--- src/rtl/hpi_pkg.sv ---
package hpi_pkg;
   // Per-slot event latch layout (decoded by the event sources)
   localparam int EVT_W        = 5;
   localparam int EVT_PRESENCE = 0;
   localparam int EVT_ISO_FLT  = 1;
   localparam int EVT_BUTTON   = 2;
   localparam int EVT_RETAIN   = 3;
   localparam int EVT_CONN_FLT = 4;

   // Per-slot disable mask: 5 gating bits plus two error-only bits
   localparam int DIS_W        = 7;
   localparam int DIS_LSB      = 8;

   // Global word fields
   localparam int GDIS_W       = 4;
   localparam int GDIS_IRQ     = 0;
   localparam int GDIS_CMD     = 2;
   localparam int CMD_DET_BIT  = 16;
   localparam int ARB_DET_BIT  = 17;

   // Word map
   localparam int WORD_GLOBAL  = 0;
   localparam int WORD_LOC     = 1;
   localparam int WORD_SLOT0   = 2;

   localparam int MIN_SLOTS    = 1;
   localparam int MAX_SLOTS    = 31;

   localparam logic [GDIS_W-1:0] GDIS_RESET = '1;
   localparam logic [DIS_W-1:0]  DIS_RESET  = '1;
endpackage

--- src/rtl/hpi_slot_latch.sv ---
module hpi_slot_latch
   import hpi_pkg::*;
(
   input  logic             clk,
   input  logic             rst_n,
   input  logic [EVT_W-1:0] set_i,
   input  logic             wr_i,
   input  logic [EVT_W-1:0] clr_i,
   input  logic [DIS_W-1:0] dis_wdata_i,
   output logic [EVT_W-1:0] lat_o,
   output logic [DIS_W-1:0] dis_o,
   output logic             pend_o
);
   logic [EVT_W-1:0] clr_eff;

   assign clr_eff = wr_i ? clr_i : '0;

   always_ff @(posedge clk or negedge rst_n) begin
      if (!rst_n) begin
         lat_o <= '0;
         dis_o <= DIS_RESET;
      end else begin
         // set has priority over a same-cycle write-one-clear
         lat_o <= (lat_o & ~clr_eff) | set_i;
         if (wr_i) dis_o <= dis_wdata_i;
      end
   end

   // only the low EVT_W mask bits gate events
   assign pend_o = |(lat_o & ~dis_o[EVT_W-1:0]);
endmodule

--- src/rtl/hpi_global_ctl.sv ---
module hpi_global_ctl
   import hpi_pkg::*;
(
   input  logic              clk,
   input  logic              rst_n,
   input  logic              wr_i,
   input  logic [GDIS_W-1:0] gdis_wdata_i,
   input  logic              cmd_clr_i,
   input  logic              arb_clr_i,
   input  logic              cmd_set_i,
   input  logic              arb_set_i,
   output logic [GDIS_W-1:0] gdis_o,
   output logic              cmd_det_o,
   output logic              arb_det_o
);
   always_ff @(posedge clk or negedge rst_n) begin
      if (!rst_n) begin
         gdis_o    <= GDIS_RESET;
         cmd_det_o <= 1'b0;
         arb_det_o <= 1'b0;
      end else begin
         if (wr_i) gdis_o <= gdis_wdata_i;
         cmd_det_o <= (cmd_det_o & ~(wr_i & cmd_clr_i)) | cmd_set_i;
         arb_det_o <= (arb_det_o & ~(wr_i & arb_clr_i)) | arb_set_i;
      end
   end
endmodule

--- src/rtl/hpi_notify.sv ---
module hpi_notify (
   input  logic clk,
   input  logic rst_n,
   input  logic level_i,
   input  logic msi_mode_i,
   input  logic restore_i,
   output logic irq_o,
   output logic msi_pulse_o
);
   logic req_lvl;

   always_ff @(posedge clk or negedge rst_n) begin
      if (!rst_n) begin
         req_lvl     <= 1'b0;
         msi_pulse_o <= 1'b0;
      end else if (restore_i) begin
         req_lvl     <= 1'b0;
         msi_pulse_o <= 1'b0;
      end else begin
         req_lvl     <= level_i;
         msi_pulse_o <= msi_mode_i & (level_i != req_lvl);
      end
   end

   assign irq_o = req_lvl & ~msi_mode_i;
endmodule

--- src/rtl/hpi_locator_agg.sv ---
module hpi_locator_agg
   import hpi_pkg::*;
#(
   parameter int NUM_SLOTS = 8,
   parameter int ADDR_W    = 5
) (
   input  logic                       clk,
   input  logic                       rst_n,
   input  logic                       wr_en,
   input  logic [ADDR_W-1:0]          wr_addr,
   input  logic [31:0]                wr_data,
   input  logic [ADDR_W-1:0]          rd_addr,
   output logic [31:0]                rd_data,
   input  logic [NUM_SLOTS*EVT_W-1:0] evt_set,
   input  logic                       cmd_done,
   input  logic                       arb_done,
   input  logic                       msi_mode,
   input  logic                       restore,
   output logic [NUM_SLOTS:0]         locator,
   output logic                       irq,
   output logic                       msi_pulse
);
   localparam int LAT_W     = NUM_SLOTS * EVT_W;
   localparam int LAST_WORD = WORD_SLOT0 + NUM_SLOTS - 1;

   if (NUM_SLOTS < MIN_SLOTS || NUM_SLOTS > MAX_SLOTS) begin : g_bad_slots
      $error("hpi_locator_agg: NUM_SLOTS out of range");
   end
   if (LAST_WORD >= (1 << ADDR_W)) begin : g_bad_addr
      $error("hpi_locator_agg: ADDR_W too small for NUM_SLOTS");
   end

   logic [EVT_W-1:0]  lat   [NUM_SLOTS];
   logic [DIS_W-1:0]  dis   [NUM_SLOTS];
   logic [NUM_SLOTS-1:0] pend;
   logic [NUM_SLOTS-1:0] slot_wr;
   logic [LAT_W-1:0]  lat_flat;
   logic [GDIS_W-1:0] gdis;
   logic              cmd_det;
   logic              arb_det;
   logic              glob_wr;
   logic              level;
   wire unused_wr_bits = ^{wr_data[31:18], wr_data[15], wr_data[7:5]};

   assign glob_wr = wr_en && (wr_addr == ADDR_W'(WORD_GLOBAL));

   hpi_global_ctl u_glob (
      .clk          (clk),
      .rst_n        (rst_n),
      .wr_i         (glob_wr),
      .gdis_wdata_i (wr_data[GDIS_W-1:0]),
      .cmd_clr_i    (wr_data[CMD_DET_BIT]),
      .arb_clr_i    (wr_data[ARB_DET_BIT]),
      .cmd_set_i    (cmd_done),
      .arb_set_i    (arb_done),
      .gdis_o       (gdis),
      .cmd_det_o    (cmd_det),
      .arb_det_o    (arb_det)
   );

   for (genvar s = 0; s < NUM_SLOTS; s++) begin : g_slot
      assign slot_wr[s] = wr_en && (wr_addr == ADDR_W'(WORD_SLOT0 + s));

      hpi_slot_latch u_slot (
         .clk         (clk),
         .rst_n       (rst_n),
         .set_i       (evt_set[s*EVT_W +: EVT_W]),
         .wr_i        (slot_wr[s]),
         .clr_i       (wr_data[EVT_W-1:0]),
         .dis_wdata_i (wr_data[DIS_LSB +: DIS_W]),
         .lat_o       (lat[s]),
         .dis_o       (dis[s]),
         .pend_o      (pend[s])
      );

      assign lat_flat[s*EVT_W +: EVT_W] = lat[s];
      assign locator[s+1]               = pend[s];
   end

   assign locator[0] = cmd_det & ~gdis[GDIS_CMD];
   assign level      = ~gdis[GDIS_IRQ] & (|locator);

   hpi_notify u_notify (
      .clk         (clk),
      .rst_n       (rst_n),
      .level_i     (level),
      .msi_mode_i  (msi_mode),
      .restore_i   (restore),
      .irq_o       (irq),
      .msi_pulse_o (msi_pulse)
   );

   always_comb begin
      rd_data = '0;
      if (rd_addr == ADDR_W'(WORD_GLOBAL)) begin
         rd_data[GDIS_W-1:0]  = gdis;
         rd_data[CMD_DET_BIT] = cmd_det;
         rd_data[ARB_DET_BIT] = arb_det;
      end else if (rd_addr == ADDR_W'(WORD_LOC)) begin
         rd_data = 32'(locator);
      end else begin
         for (int s = 0; s < NUM_SLOTS; s++) begin
            if (rd_addr == ADDR_W'(WORD_SLOT0 + s)) begin
               rd_data[EVT_W-1:0]        = lat[s];
               rd_data[DIS_LSB +: DIS_W] = dis[s];
            end
         end
      end
   end
endmodule

--- config.mk ---
export PLATFORM = sky130hd
export DESIGN_NAME = hpi_locator_agg
export DESIGN_NICKNAME = d
export VERILOG_FILES = /design/src/rtl/hpi_pkg.sv /design/src/rtl/hpi_slot_latch.sv /design/src/rtl/hpi_global_ctl.sv /design/src/rtl/hpi_notify.sv /design/src/rtl/hpi_locator_agg.sv
export SDC_FILE = /design/constraint.sdc
export NUM_CORES = 1
export LEC_CHECK = 0
export ABC_AREA = 0
export BUFFER_PORTS_ARGS = -buffer_cell sky130_fd_sc_hd__buf_2
export CORE_MARGIN = 3
export CORE_UTILIZATION = 58
export DETAILED_ROUTE_END_ITERATION = 8
export PLACE_DENSITY = 0.85
export RECOVER_POWER = 50
export SYNTH_ARGS = -nofsm -noshare
export SYNTH_HDL_FRONTEND = slang
export SYNTH_SLANG_ARGS = --single-unit
--- constraint.sdc ---
create_clock -name clk -period 4.61 [get_ports clk]
set_input_delay 0.922 -clock clk [delete_from_list [all_inputs] [get_ports clk]]
set_output_delay 0.922 -clock clk [all_outputs]
set_load 0.01 [all_outputs]
==> impl_metrics.toml <==
[worst_setup_path]
worstPathCellList = "buf_2, or3b_1, or3_1, o21ai_2, o22ai_1, o221ai_1, a221oi_1, buf_2"
crit_type = "primary input to primary output"
max_stage_delay_ps = 570
r2r_end = "u_notify.msi_pulse_o"
ff2ff_path_depth = 6
crit_arrival_ps = 3050
r2r-start = "g_slot[4].u_slot.dis_o[2]"
crit_path_end_kind = "primary output"
cp-start-kind = "primary input"
crit_start = "rd_addr[2]"
rrSetupSlack_ps = 2430
crit_end = "rd_data[0]"
crit_fanout = 18
crit_top_cell = "buf_2"
slowest_stage = "or3b_1"
cp_data_required_time_ps = 3690

[sta]
fin_crit_ps = 3970
tightestPinTransition_ps = 1130
timing.fmax_mhz = 252
rsz0062_at_grt = "false"
period_share_pct = 86.1
whs_ps = 466
slew_headroom_pct = 24.3
skew_ps = 8.07
finalHoldViolations = 0
drv_slew = 0
tns_ps = 0
setup_viol = 0

[detailed_routing]
post-route-drc-count = 0
routed_wl_mm = 15.1
top_layer = "met4"
wl_met2_mm = 7.07
wl_met3_mm = 1.50
firstDrtPassIters = 8
initialDrtViolationCount = 537
antenna_left = 0
wl_met1_mm = 6.24
routedWlPerCell_um = 18.8
detail_route.vias_per_cell = 6.10
vias = 4907

[finish]
antennaDiodeCount = 0
multiInputGateArea_um2 = 2420
seqCellArea_um2 = 2680
layout-drive-gt1-share_pct = 31.4
area_growth_pct = 11.7
nets = 759
fillers = 760

[global_route]
grt-ovfl-total = 0
grt_pass1_vias = 4593
antenna_found_initial = 0
grt_max_degree = 68
gr-usage-all-layers_pct = 28.4
grt_first_pass_wirelength_mm = 24.2

[synth]
ys_seq_elements = 104
yosys-top-cells-count = "115 x nand2_1, 60 x dfstp_2, 44 x dfrtp_1, 42 x a21o_1, 41 x inv_1"
synth_largest_area_cell = "dfstp_2"
synth_top_area_share_pct = 28.5
yosys.cell_types.count = 54
ys.warnings.count = 0
syn_area_um2 = 5530
syn_area_per_cell_um2 = 9.31
synth_enable_flop_cells = 0
synth_most_common_cell = "nand2_1"
synth_top_flop_cell = "dfstp_2"
synthTopCellsByArea = "dfstp_2 29%, dfrtp_1 20%, nand2_1 7.8%, a21o_1 5.7%, mux2_2 4.9%"
async_flop_share_pct = 100
synth_seq_area_share_pct = 48.4
syn_inst = 594

[hold_path]
hold_path_class = "flop to flop"
holdPathStages = 2

[die]
placementRows = 35
boundaryPins = 132
die-area_um2 = 10700
fp.coreArea_um2 = 9240
die_w_um = 104
chipHeight_um = 104
initial_core_util_pct = 59.9

[pwr]
p_int_mw = 1.53
p_sw_share_pct = 28.4
power_density_nw_per_um2 = 345
p_sw_uw = 605
p_leak_nw = 2.64
comb_power_share_pct = 17.2
seq_power_share_pct = 55.5
clock_power_share_pct = 27.4
ir_drop_uv = 190

[placement]
gp_congestion = 0.961
portBuffers = 98
dp_hpwl_mm = 11.4

[clock_network]
hold_buffers = 0
clock_latency_ps = 370
cts_tree = "built"
cts.clk_slew.worst_paths_ps = 100
cts.repair.resized = 0
htreeDepth = 3
cts_num_sinks = 104
postCtsSetupBuffers = 0
clockBufferDepth = 2
cts-root-buf = "clkbuf_8"
cts_buffers = 9

[outcome]
outcome = "finished, final reports clean"

[flow_run]
maxCapViolCount = 0
==> kinds of logic after synthesis <==
| logic type | share of synthesized area [%] |
|---|---|
| flops | 48.4 |
| simple gates | 14.8 |
| buf+inv | 8.71 |
| other cells | 0.0678 |
| compound gates | 21.5 |
| mux | 6.33 |
| xor+xnor | 0.158 |
==> how the worst min path moves through the flow <==
stage	end	slack, ps	start
floorplan	g_slot[6].u_slot.dis_o[5]	440	g_slot[6].u_slot.dis_o[5]
global placement	g_slot[7].u_slot.dis_o[6]	450	g_slot[7].u_slot.dis_o[6]
detailed placement	u_glob.gdis_o[3]	450	u_glob.gdis_o[3]
CTS	u_glob.gdis_o[3]	470	u_glob.gdis_o[3]
global route	u_glob.gdis_o[3]	490	u_glob.gdis_o[3]
finish	g_slot[7].u_slot.dis_o[5]	470	g_slot[7].u_slot.dis_o[5]
==> critical path, delay by kind of cell <==
family / cells / cell delay (ps)
buf+inv: 2 / 450
simple gates: 2 / 1120
compound gates: 4 / 560
==> per-stage QoR <==
stage          util, %  area, µm²  setup WS (ps)  power (mW)  instances
2_1_floorplan        -       5580           1300        1.41        608
3_3_place_gp      64.8       5980            762        1.53        788
3_5_place_dp      64.8       5980            724        1.56        788
4_1_cts           67.0       6190            722        2.13        804
5_1_grt           66.8       6170            567        2.23        804
6_report          66.8       6170            642        2.13        804
==> sequential cells by signal (all words and copies together), names as in the netlist <==
name,cells
g_slot.u_slot.dis_o,56
g_slot.u_slot.lat_o,40
u_glob.gdis_o,4
u_glob.arb_det_o,1
u_glob.cmd_det_o,1
u_notify.msi_pulse_o,1
u_notify.req_lvl,1
==> power groups by stage <==
| stage | clock, mW | sequential, mW | combinational, mW |
|---|---|---|---|
| 6_report | 0.583 | 1.18 | 0.366 |
| 5_1_grt | 0.629 | 1.20 | 0.402 |
| 4_1_cts | 0.588 | 1.18 | 0.362 |
| 3_5_place_dp | 0 | 1.20 | 0.360 |
| 3_3_place_gp | 0 | 1.19 | 0.346 |
| 2_1_floorplan | 0 | 1.17 | 0.245 |
==> placed cells by master, fill, tap and decap left out, types with 3 or more instances in the layout <==
| cell | synthesis | routed |
|---|---|---|
| nand2_1 | 115 | 115 |
| buf_2 | 10 | 96 |
| dfstp_2 | 60 | 60 |
| dfrtp_1 | 44 | 44 |
| a21o_1 | 42 | 42 |
| inv_1 | 41 | 41 |
| o21ai_0 | 35 | 35 |
| nor2_1 | 28 | 28 |
| a21oi_1 | 25 | 25 |
| mux2_2 | 24 | 24 |
| conb_1 | 1 | 15 |
| o22ai_1 | 14 | 14 |
| o221ai_1 | 12 | 12 |
| clkbuf_8 | 0 | 9 |
| a222oi_1 | 8 | 8 |
| mux2i_1 | 8 | 8 |
| buf_4 | 25 | 8 |
| clkbuf_1 | 21 | 7 |
| nor3_1 | 6 | 6 |
| o21ai_1 | 5 | 5 |
| o32a_1 | 5 | 5 |
| and3_1 | 5 | 5 |
| or3_1 | 4 | 4 |
| nor2b_1 | 4 | 4 |
| a31oi_1 | 4 | 4 |
| a221oi_1 | 4 | 4 |
| nand2b_1 | 3 | 3 |
| nor2_2 | 3 | 3 |
| nand3_1 | 3 | 3 |
==> per-layer routing <==
layer,global-route usage [%],vias to the layer above
li1,-,2184
met1,39.8,2388
met2,45.6,299
met3,5.30,36
met4,7.88,0
met5,0,-
==> layout make-up <==
| class | instances | area share (%) |
|---|---|---|
| Clock inverter | 2 | 0.284 |
| Multi-Input combinational cell | 406 | 39.3 |
| Timing Repair Buffer | 108 | 9.00 |
| Inverter | 41 | 2.49 |
| Tap cell | 129 | 2.61 |
| Clock buffer | 14 | 3.00 |
| Sequential cell | 104 | 43.4 |
Power figures use the tool's default switching activity.
